==> src/rtl/idxseg_pkg.sv <==
package idxseg_pkg;
  localparam int IDX_RAW_W = 64;

  typedef enum logic [1:0] {
    WID_8  = 2'd0,
    WID_16 = 2'd1,
    WID_32 = 2'd2,
    WID_64 = 2'd3
  } wid_e;

  typedef enum logic [1:0] {
    ST_IDLE  = 2'd0,
    ST_LOOK  = 2'd1,
    ST_ISSUE = 2'd2,
    ST_FIN   = 2'd3
  } st_e;

  // Byte count of one element of the given width code.
  function automatic logic [3:0] wid_bytes(wid_e w);
    return 4'd1 << w;
  endfunction
endpackage

==> src/rtl/idxseg_index_ext.sv <==
module idxseg_index_ext
  import idxseg_pkg::*;
#(
  parameter int ADDR_W = 32
) (
  input  wid_e                 wid,
  input  logic [IDX_RAW_W-1:0] raw,
  output logic [ADDR_W-1:0]    offset
);
  logic [IDX_RAW_W-1:0] wide;

  // Zero-extend the selected low part of the raw index element.
  always_comb begin
    case (wid)
      WID_8:   wide = {56'd0, raw[7:0]};
      WID_16:  wide = {48'd0, raw[15:0]};
      WID_32:  wide = {32'd0, raw[31:0]};
      default: wide = raw;
    endcase
  end

  generate
    if (ADDR_W <= IDX_RAW_W) begin : g_trunc
      assign offset = wide[ADDR_W-1:0];
    end else begin : g_ext
      assign offset = {{(ADDR_W-IDX_RAW_W){1'b0}}, wide};
    end
  endgenerate
endmodule

==> src/rtl/idxseg_addr_gen.sv <==
module idxseg_addr_gen #(
  parameter int ADDR_W = 32,
  parameter int ELEM_W = 8,
  parameter int SLOT_W = 12
) (
  input  logic              clk,
  input  logic              rst_n,
  input  logic              load,
  input  logic              step,
  input  logic [ADDR_W-1:0] base,
  input  logic [ADDR_W-1:0] offset,
  input  logic [ELEM_W-1:0] elem,
  input  logic [ELEM_W-1:0] vlmax,
  input  logic [3:0]        stride,
  output logic [ADDR_W-1:0] addr,
  output logic [SLOT_W-1:0] slot
);
  // load: start of an element (field 0); step: advance to the next field.
  always_ff @(posedge clk or negedge rst_n) begin
    if (!rst_n) begin
      addr <= '0;
      slot <= '0;
    end else if (load) begin
      addr <= base + offset;
      slot <= SLOT_W'(elem);
    end else if (step) begin
      addr <= addr + ADDR_W'(stride);
      slot <= slot + SLOT_W'(vlmax);
    end
  end
endmodule

==> src/rtl/idxseg_ctrl.sv <==
module idxseg_ctrl
  import idxseg_pkg::*;
#(
  parameter int ADDR_W = 32,
  parameter int ELEM_W = 8,
  parameter int NF_W   = 4
) (
  input  logic              clk,
  input  logic              rst_n,
  input  logic              start,
  input  logic              is_store,
  input  logic              vm,
  input  logic [ADDR_W-1:0] base,
  input  logic [ELEM_W-1:0] vstart,
  input  logic [ELEM_W-1:0] vl,
  input  logic [ELEM_W-1:0] vlmax,
  input  logic [NF_W-1:0]   nf,
  input  logic [1:0]        idx_wid,
  input  logic [1:0]        dat_wid,
  input  logic              mask_bit,
  input  logic              req_ready,
  input  logic              probe_fault,
  output logic [ELEM_W-1:0] elem,
  output logic              load,
  output logic              step,
  output logic              req_valid,
  output logic              probe_pass,
  output logic              busy,
  output logic              done,
  output logic              fault,
  output logic [ELEM_W-1:0] fault_elem,
  output logic              store_q,
  output logic [ADDR_W-1:0] base_q,
  output logic [ELEM_W-1:0] vlmax_q,
  output logic [NF_W-1:0]   nf_q,
  output wid_e              iw_q,
  output wid_e              dw_q
);
  st_e               st;
  logic [ELEM_W-1:0] elem_q, vstart_q, vl_q;
  logic [NF_W-1:0]   fld_q;
  logic              vm_q, fault_q;
  logic              at_end, active, last_fld;

  assign at_end   = elem_q >= vl_q;
  assign active   = vm_q | mask_bit;
  assign last_fld = fld_q == nf_q - NF_W'(1);

  assign elem       = elem_q;
  assign req_valid  = st == ST_ISSUE;
  assign busy       = st != ST_IDLE;
  assign done       = st == ST_FIN;
  assign fault      = done & fault_q;
  assign load       = (st == ST_LOOK) && !at_end && active;
  assign step       = req_valid && req_ready && !probe_pass && !last_fld;

  always_ff @(posedge clk or negedge rst_n) begin
    if (!rst_n) begin
      st         <= ST_IDLE;
      elem_q     <= '0;
      vstart_q   <= '0;
      vl_q       <= '0;
      vlmax_q    <= '0;
      nf_q       <= NF_W'(1);
      fld_q      <= '0;
      vm_q       <= 1'b1;
      store_q    <= 1'b0;
      base_q     <= '0;
      iw_q       <= WID_8;
      dw_q       <= WID_8;
      probe_pass <= 1'b1;
      fault_q    <= 1'b0;
      fault_elem <= '0;
    end else begin
      case (st)
        ST_IDLE: begin
          if (start) begin
            elem_q     <= vstart;
            vstart_q   <= vstart;
            vl_q       <= vl;
            vlmax_q    <= vlmax;
            nf_q       <= (nf == '0) ? NF_W'(1) : nf;
            vm_q       <= vm;
            store_q    <= is_store;
            base_q     <= base;
            iw_q       <= wid_e'(idx_wid);
            dw_q       <= wid_e'(dat_wid);
            probe_pass <= 1'b1;
            fault_q    <= 1'b0;
            st         <= ST_LOOK;
          end
        end
        ST_LOOK: begin
          if (at_end) begin
            if (probe_pass) begin
              probe_pass <= 1'b0;
              elem_q     <= vstart_q;
            end else begin
              st <= ST_FIN;
            end
          end else if (!active) begin
            elem_q <= elem_q + ELEM_W'(1);
          end else begin
            fld_q <= '0;
            st    <= ST_ISSUE;
          end
        end
        ST_ISSUE: begin
          if (req_ready) begin
            if (probe_pass) begin
              if (probe_fault) begin
                fault_q    <= 1'b1;
                fault_elem <= elem_q;
                st         <= ST_FIN;
              end else begin
                elem_q <= elem_q + ELEM_W'(1);
                st     <= ST_LOOK;
              end
            end else if (last_fld) begin
              elem_q <= elem_q + ELEM_W'(1);
              st     <= ST_LOOK;
            end else begin
              fld_q <= fld_q + NF_W'(1);
            end
          end
        end
        default: st <= ST_IDLE;
      endcase
    end
  end
endmodule

==> src/rtl/idxseg_seq.sv <==
module idxseg_seq
  import idxseg_pkg::*;
#(
  parameter int ADDR_W = 32,
  parameter int ELEM_W = 8,
  parameter int NF_W   = 4
) (
  input  logic                   clk,
  input  logic                   rst_n,
  input  logic                   start,
  input  logic                   is_store,
  input  logic                   vm,
  input  logic [ADDR_W-1:0]      base,
  input  logic [ELEM_W-1:0]      vstart,
  input  logic [ELEM_W-1:0]      vl,
  input  logic [ELEM_W-1:0]      vlmax,
  input  logic [NF_W-1:0]        nf,
  input  logic [1:0]             idx_wid,
  input  logic [1:0]             dat_wid,
  output logic [ELEM_W-1:0]      elem_sel,
  input  logic [63:0]            idx_data,
  input  logic                   mask_bit,
  output logic                   req_valid,
  input  logic                   req_ready,
  output logic                   req_probe,
  output logic                   req_write,
  output logic [ADDR_W-1:0]      req_addr,
  output logic [1:0]             req_size,
  output logic [NF_W+3:0]        req_len,
  output logic [ELEM_W+NF_W-1:0] req_slot,
  input  logic                   probe_fault,
  output logic                   busy,
  output logic                   done,
  output logic                   fault,
  output logic [ELEM_W-1:0]      fault_elem
);
  localparam int SLOT_W = ELEM_W + NF_W;
  localparam int LEN_W  = NF_W + 4;

  logic              load, step, probe_pass, store_q;
  logic [ADDR_W-1:0] base_q, offset;
  logic [ELEM_W-1:0] vlmax_q;
  logic [NF_W-1:0]   nf_q;
  wid_e              iw_q, dw_q;
  logic [3:0]        dbytes;

  idxseg_ctrl #(.ADDR_W(ADDR_W), .ELEM_W(ELEM_W), .NF_W(NF_W)) u_ctrl (
    .clk(clk), .rst_n(rst_n), .start(start), .is_store(is_store), .vm(vm),
    .base(base), .vstart(vstart), .vl(vl), .vlmax(vlmax), .nf(nf),
    .idx_wid(idx_wid), .dat_wid(dat_wid), .mask_bit(mask_bit),
    .req_ready(req_ready), .probe_fault(probe_fault),
    .elem(elem_sel), .load(load), .step(step), .req_valid(req_valid),
    .probe_pass(probe_pass), .busy(busy), .done(done), .fault(fault),
    .fault_elem(fault_elem), .store_q(store_q), .base_q(base_q),
    .vlmax_q(vlmax_q), .nf_q(nf_q), .iw_q(iw_q), .dw_q(dw_q)
  );

  idxseg_index_ext #(.ADDR_W(ADDR_W)) u_ext (
    .wid(iw_q), .raw(idx_data), .offset(offset)
  );

  assign dbytes = wid_bytes(dw_q);

  idxseg_addr_gen #(.ADDR_W(ADDR_W), .ELEM_W(ELEM_W), .SLOT_W(SLOT_W)) u_agen (
    .clk(clk), .rst_n(rst_n), .load(load), .step(step), .base(base_q),
    .offset(offset), .elem(elem_sel), .vlmax(vlmax_q), .stride(dbytes),
    .addr(req_addr), .slot(req_slot)
  );

  assign req_probe = probe_pass;
  assign req_write = store_q;
  assign req_size  = dw_q;
  assign req_len   = probe_pass ? LEN_W'(nf_q) * LEN_W'(dbytes) : LEN_W'(dbytes);
endmodule

==> config.mk <==
export PLATFORM = sky130hd
export DESIGN_NAME = idxseg_seq
export DESIGN_NICKNAME = d
export VERILOG_FILES = /design/src/rtl/idxseg_pkg.sv /design/src/rtl/idxseg_index_ext.sv /design/src/rtl/idxseg_addr_gen.sv /design/src/rtl/idxseg_ctrl.sv /design/src/rtl/idxseg_seq.sv
export SDC_FILE = /design/constraint.sdc
export NUM_CORES = 1
export LEC_CHECK = 0
export BUFFER_PORTS_ARGS = -buffer_cell sky130_fd_sc_hd__buf_2
export CELL_PAD_IN_SITES_DETAIL_PLACEMENT = 0
export CELL_PAD_IN_SITES_GLOBAL_PLACEMENT = 1
export CORE_AREA = 2 2 110 192
export DETAILED_ROUTE_END_ITERATION = 16
export DIE_AREA = 0 0 112 194
export HOLD_SLACK_MARGIN = 0.03
export PLACE_DENSITY = 0.93
export SETUP_SLACK_MARGIN = 0.02
export SLEW_MARGIN = 20
export SYNTH_ARGS = -nofsm -noshare
export SYNTH_HDL_FRONTEND = slang
export SYNTH_SLANG_ARGS = --single-unit
==> constraint.sdc <==
create_clock -name clk -period 5.31 [get_ports clk]
set_input_delay 0.2655 -clock clk [delete_from_list [all_inputs] [get_ports clk]]
set_output_delay 0.2655 -clock clk [all_outputs]
set_load 0.01 [all_outputs]
==> results of run 1 <==
==> repair_timing <==
action | in CTS | in global routing
endpoints found under the setup margin | 0 | 0
hold buffers | 1 | 0
endpoints found under the hold margin | 74 | 0
==> cell usage after synthesis (all sizes together), types with 3 or more instances <==
cell type and instances:
and3 14, a21o 25, a31oi 5, xor2 35, or3 5, inv 45
nand3 20, fa 7, nand2b 8, a221o 8, dfstp 3, ha 72
a211oi 10, o21bai 5, and2 32, xnor2 44, nor2 56, mux2i 7
a21oi 47, a21boi 5, nand2 79, o21a 4, nand4 9, o211ai 7
nor2b 19, nor3 21, o31ai 3, or2 5, clkbuf 29, dfrtp 131
mux2 70, o21ai 67
==> worst max-delay path: cells and delay by family (launching register included) <==
kind,cells,cell delay (ps)
buffers and inverters,2,180
flip-flops,1,500
AND/OR/NAND/NOR,3,710
XOR/XNOR,1,130
adder cells (fa/ha/maj),3,1340
AO/OA/AOI/OAI,4,660
==> placed cells by master (no fill, tap or decap), drive strengths merged, types with 25 or more instances in the layout <==
cell type  synthesis  routed
buf                2     182
dfrtp            131     131
a21oi             47      47
o21ai             67      67
nor2              56      56
and2              32      32
xor2              35      35
nand2             79      79
inv               45      48
mux2              70      70
a21o              25      25
xnor2             44      44
ha                72      72
==> cells by family after synthesis <==
| family | Yosys count | share of synthesized area, % |
|---|---|---|
| AOI/OAI and AO/OA | 206 | 14.9 |
| xor gates and xnor gates | 79 | 7.71 |
| adders and majority gates | 79 | 11.6 |
| buffers and inverters | 77 | 3.47 |
| DFF | 134 | 37.4 |
| muxes | 77 | 9.57 |
| and+or+nand+nor | 275 | 15.3 |
==> registers in the layout, summed over array words and instances, names as in the netlist <==
register and flops:
u_ctrl.iw_q 2, u_ctrl.nf_q 4, u_ctrl.elem 8, u_ctrl.fault_q 1, u_ctrl.dw_q 2, u_ctrl.base_q 32
u_ctrl.fault_elem 8, u_ctrl.vm_q 1, u_ctrl.st 2, u_ctrl.probe_pass 1, u_ctrl.store_q 1, u_ctrl.vl_q 8
u_agen.addr 32, u_ctrl.fld_q 4, u_agen.slot 12, u_ctrl.vlmax_q 8, u_ctrl.vstart_q 8
==> through the flow <==
stage	instance area (sq um)	power (W)	setup WS [ps]	hold slack, ps
5_1_grt	10600	0.00785	775	46.5
3_5_place_dp	10100	0.00613	1470	358
3_3_place_gp	10100	0.00602	1510	354
4_1_cts	10600	0.00727	1070	41.7
2_1_floorplan	8970	0.00500	1870	-30.1
6_report	10600	0.00720	1090	59.0
==> power groups by stage <==
| stage | Sequential [W] | Combinational, W | Clock, W |
|---|---|---|---|
| final | 0.00197 | 0.00414 | 0.00109 |
| after global routing | 0.00205 | 0.00466 | 0.00115 |
| after CTS | 0.00197 | 0.00418 | 0.00112 |
| after detailed placement | 0.00199 | 0.00415 | 0 |
| after global placement | 0.00197 | 0.00405 | 0 |
| after floorplan | 0.00196 | 0.00304 | 0 |
==> worst max-delay path by stage <==
stage / endpoint / slack, ps / depth (start not counted)
5_1_grt: req_len[7] / 770 / 13
6_report: req_len[7] / 1090 / 13
3_3_place_gp: u_agen.addr[26] / 1510 / 12
3_5_place_dp: u_agen.addr[26] / 1470 / 11
2_1_floorplan: req_len[7] / 1870 / 12
4_1_cts: req_len[7] / 1070 / 13
==> per-layer routing <==
metal  track usage, %  up-vias  wire [microns]
li1                 -     3603               -
met1             21.1     3527            8020
met2             39.8      186           12200
met3             4.38       48             946
met4             10.2        0             855
met5                0        -               0
==> cell type report <==
class                   instances  area (sq um)
fillers                      1851          9570
inverters                      45           169
clock inverters                14           105
multi-input cells             716          5320
well taps                     248           310
clock buffers                  18           429
repair buffers                183           935
diodes                          3          7.51
flip-flops and latches        134          3360
==> impl_metrics.csv, run 1 <==
group,metric,value,unit
sta,tns,0,ps
place,port_buffers,179,
routing,wl,22100,microns
critical_path,reg2reg_from,"u_ctrl.iw_q[1]",
global_route,grt_start_max_net_pins,77,
synthesis,synth_area,8970,sq um
power_and_ir_drop,swShare,44.3,%
floorplan,ios,212,
global_route,grt.overflow.total,0,
synthesis,yosys.area.top_type,"dfrtp_1",
outcome,status,"finished clean",
floorplan,initial_core_util,44.4,%
synthesis,ys.flop_type,"dfrtp_1",
synthesis,synthArstFlopShare,100,%
synthesis,synth_fp_nets,1142,
critical_path,required,5040,ps
sta,min_period,4220,ps
sta,slew_headroom,35.7,%
sta,clock.fmax,0.237,GHz
critical_path,cp_slowest_cell,"fa_1",
routing,dr_total_vias,7364,
synthesis,synth_edf_count,0,
power_and_ir_drop,p_per_area,677,nW/um^2
clock_tree,clkTransAtPathRegs,60,ps
critical_path,arrival,3950,ps
synthesis,ys_warn_count,0,
routing,drtAntennaViolNets,0,
clock_tree,h-tree-depth,4,
place,place_congestion,0.836,
critical_path,crit_chain,"nor2b_1 -> nand2_1 -> fa_1 -> inv_1 -> fa_1 -> ha_1 -> a21o_1 -> a21oi_1 -> o21bai_1 -> a21oi_1 -> xnor2_1 -> and2_1 -> buf_2",
sta,finalCritPeriodShare,79.4,%
critical_path,slowest_delay,530,ps
synthesis,yosys_register_bits,134,
clock_tree,cts_sinks,134,
floorplan,die_area,21700,sq um
critical_path,end_kind,"output pin",
layout,drive_above_1_share,28.3,%
min_path,hold_path.class,"in -> reg",
routing,drc_errors,0,
synthesis,synth_seq_area_share,37.4,%
min_path,hold_path_depth,2,
critical_path,critPathLaunchType,"flop",
place,post-place-cells,1325,
global_route,grt_pass1_wl,36500,microns
critical_path,r2r_end,"u_agen.addr[28]",
synthesis,synthCells,927,
floorplan,die_h,194,microns
routing,routedWlPerCell,16.2,microns
sta,slew_viol_final,0,
floorplan,core_area,20200,sq um
power_and_ir_drop,ir_drop,0.000356,V
global_route,antenna_found_initial,3,
min_path,min-delay-start,"base[24]",
clock_tree,clockBufferDepth,2,
clock_tree,cts.repair.resized,0,
sta,rsz0062_at_grt,"false",
global_route,grt_pass1_vias,7661,
synthesis,synth_cell_types,68,
critical_path,crit_path_start,"u_ctrl.dw_q[0]",
synthesis,synth_top_area_share,36.5,%
layout,final_nets,1312,
layout,fin_util,52.6,%
clock_tree,post_cts.repair.setup_buffers,0,
routing,drtIter0Drc,314,
floorplan,rows,69,
critical_path,crit_fanout,10,
min_path,min_to,"u_ctrl.base_q[24]",
synthesis,syn_area_per_cell,9.68,sq um
power_and_ir_drop,p_leak,5.10,nW
critical_path,reg2regPathDepth,11,
critical_path,crit_type,"reg -> out",
place,hpwl,16500,microns
synthesis,synth.area.top_cells,"dfrtp_1, ha_1, mux2_2",
critical_path,reg2reg_slack,1510,ps
sta,worst_slew_pin_slew,964,ps
clock_tree,cts_buffers,17,
power_and_ir_drop,p_int,0.00401,W
clock_tree,clock_latency,430,ps
power_and_ir_drop,clock_power_share,15.1,%
clock_tree,cts_root_buf,"clkbuf_16",
flow_run,maxCapViolCount,0,
layout,area_growth,18.5,%
sta,hold_viol_final,0,
clock_tree,cts_tree,"done",
sta,skew,12.3,ps
power_and_ir_drop,p_seq_share,27.4,%
power_and_ir_drop,power_switching,0.00319,W
floorplan,die_x,112,microns
global_route,grt_use_total,20.9,%
layout,stdcell_count,1361,
routing,firstDrtPassIters,4,
power_and_ir_drop,pwr-share-comb,57.5,%
sta,setup-violations-final,0,
routing,vias_per_cell,5.41,
Power figures use the tool's default switching activity.
==> run 2, diff against run 1 <==
--- a/config.mk
+++ b/config.mk
@@ -8,11 +8,11 @@
 export BUFFER_PORTS_ARGS = -buffer_cell sky130_fd_sc_hd__buf_2
 export CELL_PAD_IN_SITES_DETAIL_PLACEMENT = 0
 export CELL_PAD_IN_SITES_GLOBAL_PLACEMENT = 1
-export CORE_AREA = 2 2 110 192
+export CORE_AREA = 2 2 114 199
 export DETAILED_ROUTE_END_ITERATION = 16
-export DIE_AREA = 0 0 112 194
+export DIE_AREA = 0 0 116 201
 export HOLD_SLACK_MARGIN = 0.03
-export PLACE_DENSITY = 0.93
+export PLACE_DENSITY = 0.88
 export SETUP_SLACK_MARGIN = 0.02
 export SLEW_MARGIN = 20
 export SYNTH_ARGS = -nofsm -noshare
==> constraint.sdc (replaced) <==
create_clock -name clk -period 4.2 [get_ports clk]
set_input_delay 0.21 -clock clk [delete_from_list [all_inputs] [get_ports clk]]
set_output_delay 0.21 -clock clk [all_outputs]
set_load 0.01 [all_outputs]
==> run 2 against run 1 <==
Design area up 7.8%. Clock skew is 3.5 ps lower. Critical endpoint unchanged. Hold slack worse by 6.8 ps. Cell count up 8.2%. Sequential power rose by 26%. Sequential share of layout area fell by 2.3 points.
==> impl_metrics.csv, run 2 (same netlist as run 1, synthesis figures left out) <==
group,metric,value,unit
floorplan,initial_core_util,41.2,%
critical_path,reg2reg_from,"u_ctrl.iw_q[1]",
critical_path,required,3990,ps
critical_path,crit_fanout,10,
global_route,grt.met3_usage,3.29,%
min_path,min-delay-start,"vlmax[7]",
critical_path,crit_path_start,"u_ctrl.dw_q[1]",
critical_path,crit_chain,"and2_1 -> nand2_1 -> fa_1 -> inv_1 -> fa_1 -> ha_1 -> a21o_1 -> a21oi_1 -> o21bai_1 -> a21oi_1 -> xnor2_1 -> and2_1 -> buf_2",
clock_tree,cts_sinks,134,
global_route,grt.overflow.total,0,
sta,holdWs,52.2,ps
floorplan,die_h,201,microns
routing,routedWlPerCell,15.9,microns
sta,tns,0,ps
routing,vias_per_cell,5.15,
sta,setup-violations-final,0,
routing,drc_errors,0,
global_route,grt_start_max_net_pins,68,
sta,hold_viol_final,0,
clock_tree,clockBufferDepth,2,
layout,area_growth,27.7,%
global_route,grtUsageMet1,20.7,%
routing,firstDrtPassIters,4,
sta,rsz0062_at_grt,"false",
min_path,hold_path.class,"in -> reg",
floorplan,die_x,116,microns
routing,drtIter0Drc,309,
place,hpwl,17300,microns
place,post_dp_cell_area,10200,sq um
place,port_buffers,179,
routing,drtAntennaViolNets,0,
global_route,gr-max-usage-layer,"met2",
layout,final_design_area_no_fill,11500,sq um
sta,layout_setup_ws,286,ps
power_and_ir_drop,p_int,0.00543,W
floorplan,rows,72,
power_and_ir_drop,ir_drop,0.000394,V
critical_path,critPathLaunchType,"flop",
sta,worst_slew_pin_slew,964,ps
sta,slew_headroom,35.7,%
routing,wl,23400,microns
clock_tree,cts_root_buf,"clkbuf_16",
floorplan,core_area,21800,sq um
power_and_ir_drop,power_switching,0.00404,W
critical_path,cp_num_cells,13,
layout,drive_above_1_share,27.2,%
global_route,use_met2,40.1,%
power_and_ir_drop,clock_power_share,17.3,%
place,place_congestion,0.852,
clock_tree,clkTransAtPathRegs,60,ps
critical_path,critPathTopFamily,"adder cells",
critical_path,slowest_delay,530,ps
routing,dr_total_vias,7587,
global_route,antenna_found_initial,0,
critical_path,end_kind,"output pin",
min_path,hold_path_depth,2,
clock_tree,cts_buffers,17,
critical_path,arrival,3700,ps
layout,final_common_cell,"buf_2",
power_and_ir_drop,p_per_area,827,nW/um^2
layout,final_cell_mix,"buf_2, dfrtp_1, nand2_1, ha_1, mux2_2",
power_and_ir_drop,p_leak,5.45,nW
place,preCtsSetupSlack,513,ps
critical_path,crit_type,"reg -> out",
sta,clock.fmax,0.255,GHz
power_and_ir_drop,pwr-share-comb,56.5,%
clock_tree,h-tree-depth,4,
floorplan,ios,212,
global_route,grt_pass1_wl,38000,microns
critical_path,reg2regPathDepth,11,
critical_path,worst-path-buf-inv,2,
sta,finalCritPeriodShare,93.2,%
critical_path,cp_slowest_cell,"fa_1",
global_route,grt_use_total,20.7,%
sta,slew_viol_final,0,
power_and_ir_drop,p_seq_share,26.2,%
power_and_ir_drop,swShare,42.7,%
clock_tree,cts_tree,"done",
global_route,grt_pass1_vias,7900,
floorplan,die_area,23300,sq um
sta,skew,8.80,ps
outcome,status,"finished clean",
layout,fin_util,52.6,%
layout,final_nets,1378,
clock_tree,clock_latency,430,ps
flow_run,maxCapViolCount,0,
layout,largestRegisters,"u_agen.addr: 32 flops, u_ctrl.base_q: 32 flops, u_agen.slot: 12 flops",
sta,min_period,3910,ps
[run 2: metal layers]
| layer | routed length (microns) | share of wire (%) | up-vias |
|---|---|---|---|
| li1 | - | - | 3735 |
| met1 | 8770 | 37 | 3646 |
| met2 | 13200 | 57 | 160 |
| met3 | 618 | 2.6 | 46 |
| met4 | 791 | 3.4 | 0 |
| met5 | 0 | 0 | - |
[run 2: worst paths after layout]
| path | endpoint | slack [ps] |
|---|---|---|
| max in group asynchronous | u_agen.slot[11] | 2840 |
| setup reg to reg | u_agen.addr[26] | 660 |
| min in group asynchronous | u_ctrl.base_q[6] | 300 |
| hold reg to reg | u_ctrl.fault_elem[5] | 470 |
| hold / removal | u_ctrl.vlmax_q[7] | 50 |
| setup / recovery | req_len[7] | 290 |
[run 2: final cells by class]
| cell class | count | area, sq um |
|---|---|---|
| diodes | 1 | 2.50 |
| flip-flops and latches | 134 | 3360 |
| clock buffers | 19 | 433 |
| multi-input cells | 716 | 5330 |
| clock inverters | 13 | 205 |
| repair buffers | 249 | 1590 |
| inverters | 45 | 169 |
| fillers | 2052 | 10300 |
| well taps | 296 | 370 |
[run 2: what timing repair did]
item,CTS,global route
hold buffers,64,0
hold endpoints to repair,110,0
setup buffers,0,0
setup endpoints to repair,0,1
resized for setup,0,6
[run 2: power by group through the flow]
stage / Clock (W) / Combinational, W / Sequential, W
3_5_place_dp: 0 / 0.00530 / 0.00250
3_3_place_gp: 0 / 0.00520 / 0.00247
4_1_cts: 0.00167 / 0.00539 / 0.00248
2_1_floorplan: 0 / 0.00384 / 0.00248
6_report: 0.00164 / 0.00535 / 0.00248
5_1_grt: 0.00172 / 0.00602 / 0.00257
[run 2: per-stage QoR]
stage                     cells  total power [W]
after floorplan             927          0.00632
after global placement     1376          0.00767
after detailed placement   1376          0.00779
after CTS                  1472          0.00953
after global routing       1472           0.0103
final                      1473          0.00947
==> run 3, diff against run 2 <==
--- a/config.mk
+++ b/config.mk
@@ -9,6 +9,7 @@
 export CELL_PAD_IN_SITES_DETAIL_PLACEMENT = 0
 export CELL_PAD_IN_SITES_GLOBAL_PLACEMENT = 1
 export CORE_AREA = 2 2 114 199
+export CTS_CLUSTER_SIZE = 12
 export DETAILED_ROUTE_END_ITERATION = 16
 export DIE_AREA = 0 0 116 201
 export HOLD_SLACK_MARGIN = 0.03
==> constraint.sdc (replaced) <==
create_clock -name clk -period 3.9 [get_ports clk]
set_input_delay 0.195 -clock clk [delete_from_list [all_inputs] [get_ports clk]]
set_output_delay 0.195 -clock clk [all_outputs]
set_load 0.01 [all_outputs]
==> run 3 against run 2 <==
Sequential share of layout area is 0.070 points lower. Clock skew is 1.9 ps higher. Non-clock buffer count is 11 higher. First-iteration DRC count is 11% lower. Total power is 6.5% higher. Clock-buffer cell count is 1 higher. Combinational power is 9.7% higher. Global-route usage is 0.20 points higher. Wire length hardly changed. Sequential power is 7% higher. Hold slack worse by 1.8 ps. Via count hardly changed. Largest power group unchanged. Highest routed layer unchanged.
==> impl_metrics.csv, run 3 (same netlist as run 1, synthesis figures left out) <==
group,metric,value,unit
outcome,status,"finished clean",
critical_path,crit_fanout,8,
place,post-place-cells,1382,
sta,tns,0,ps
global_route,grt_use_total,20.9,%
routing,vias_per_cell,5.11,
floorplan,ios,212,
routing,dr_total_vias,7585,
floorplan,die_area,23300,sq um
layout,area_growth,28.0,%
layout,drive_above_1_share,28.0,%
sta,rsz0062_at_grt,"false",
critical_path,reg2reg_from,"u_ctrl.elem[0]",
global_route,grt_start_max_net_pins,109,
min_path,hold_path_depth,3,
clock_tree,h-tree-depth,4,
power_and_ir_drop,ir_drop,0.000449,V
sta,slew_viol_final,0,
global_route,grt_pass1_wl,37900,microns
routing,drc_errors,0,
critical_path,worst-path-buf-inv,2,
floorplan,rows,72,
critical_path,end_kind,"output pin",
critical_path,required,3700,ps
sta,slew_headroom,34.9,%
floorplan,core_area,21800,sq um
routing,firstDrtPassIters,4,
clock_tree,cts_sinks,134,
power_and_ir_drop,p_per_area,879,nW/um^2
layout,fill_cells,2014,
critical_path,crit_type,"reg -> out",
place,place_congestion,0.833,
critical_path,slowest_delay,600,ps
critical_path,cp_num_cells,13,
floorplan,die_h,201,microns
critical_path,r2r_end,"u_agen.addr[30]",
flow_run,maxCapViolCount,0,
layout,diodes,0,
global_route,grt.overflow.total,0,
clock_tree,cts_root_buf,"clkbuf_16",
place,hpwl,17200,microns
layout,stdcell_count,1483,
floorplan,die_x,116,microns
power_and_ir_drop,p_leak,5.46,nW
sta,hold_viol_final,0,
min_path,min-delay-start,"nf[0]",
floorplan,initial_core_util,41.2,%
sta,worst_slew_pin_slew,976,ps
layout,final_common_cell,"buf_2",
layout,final_cell_mix,"buf_2, dfrtp_1, nand2_1, ha_1, mux2_2",
sta,clock.fmax,0.271,GHz
clock_tree,cts_buffers,17,
critical_path,reg2regPathDepth,12,
critical_path,worstSetupEndpoint,"req_len[7]",
min_path,hold_path.class,"in -> reg",
routing,drtIter0Drc,276,
global_route,grt_pass1_vias,7910,
clock_tree,clock_latency,450,ps
critical_path,cp_slowest_cell,"fa_2",
sta,setup-violations-final,0,
routing,wl,23400,microns
layout,final_nets,1389,
critical_path,crit_chain,"and2_4 -> nand2_1 -> fa_1 -> inv_1 -> fa_2 -> ha_1 -> a21o_1 -> a21oi_2 -> o21bai_1 -> a21oi_1 -> xnor2_1 -> and2_1 -> buf_2",
clock_tree,clkTransAtPathRegs,60,ps
sta,min_period,3690,ps
clock_tree,clockBufferDepth,2,
clock_tree,cts_tree,"done",
routing,drtAntennaViolNets,0,
routing,routedWlPerCell,15.8,microns
sta,finalCritPeriodShare,94.7,%
global_route,antenna_found_initial,0,
place,port_buffers,179,
critical_path,crit_path_start,"u_ctrl.dw_q[0]",
critical_path,reg2reg_slack,600,ps
critical_path,critPathLaunchType,"flop",
critical_path,arrival,3500,ps
layout,largestRegisters,"u_agen.addr: 32 flops, u_ctrl.base_q: 32 flops, u_agen.slot: 12 flops",
critical_path,critPathTopFamily,"adder cells",
sta,skew,10.7,ps
run 3: cell types whose count changed in the layout (fill, tap and decap cells not counted), moves of 2 or more:
cell           change
buf_4              +8
bufinv_16          -4
clkbuf_8           +2
clkinv_2           -3
clkinvlp_4         +2
dlygate4sd3_1      +2
inv_6              +4
nor2b_2            +2
nor2b_4            -2
run 3: final cells by class:
class	count	area (sq um)	area share, %
multi-input combinational	716	5330	46.4
sequential	134	3360	29.2
timing repair buffer	260	1690	14.7
clock buffer	20	447	3.89
tap	296	370	3.22
inverter	45	169	1.47
clock inverter	12	120	1.05
run 3: through the flow:
step / instance area (sq um) / utilization [%] / total power (W) / hold slack [ps] / worst slack, ps
after CTS: 11500 / 52.5 / 0.0101 / 40.1 / 52.9
after floorplan: 8970 / - / 0.00681 / -101 / 527
after detailed placement: 10200 / 46.9 / 0.00846 / 389 / 423
after global placement: 10200 / 46.9 / 0.00833 / 391 / 464
final: 11500 / 52.7 / 0.0101 / 50.4 / 205
after global routing: 11500 / 52.7 / 0.0110 / 55.8 / 31.1
run 3: worst reg2reg max path: cells and delay by family (launching register included):
family	cells	cell delay, ps
buf+inv	2	380
simple gates	4	1080
flops	1	460
fa+ha+maj	1	310
compound gates	5	960
run 3: where the power goes:
part / switching (W) / internal (W) / total [W]
Combinational: 0.00316 / 0.00271 / 0.00587
Clock: 0.000657 / 0.000901 / 0.00156
Sequential: 0.000581 / 0.00208 / 0.00266
run 3: how the worst min path moves through the flow:
stage,endpoint,slack (ps)
3_5_place_dp,u_ctrl.base_q[5],390
6_report,u_ctrl.nf_q[0],50
3_3_place_gp,u_ctrl.base_q[5],390
4_1_cts,u_ctrl.nf_q[0],40
2_1_floorplan,u_agen.addr[0],-100
5_1_grt,u_ctrl.nf_q[0],60
run 3: what timing repair did:
action	CTS	global route
cloned	0	0
setup endpoints to repair	1	2
hold endpoints to repair	175	0
setup buffers	0	3
hold buffers	66	0
pin swaps	0	2
resized for setup	3	4
run 3: metal layers:
layer  vias to the layer above  global-route usage, %  part of all wire [%]
met4                         0                   10.8                   4.0
met5                         -                      0                     0
met2                       158                   39.9                    55
met3                        50                   3.20                   2.7
met1                      3617                   21.0                    38
li1                       3760                      -                     -
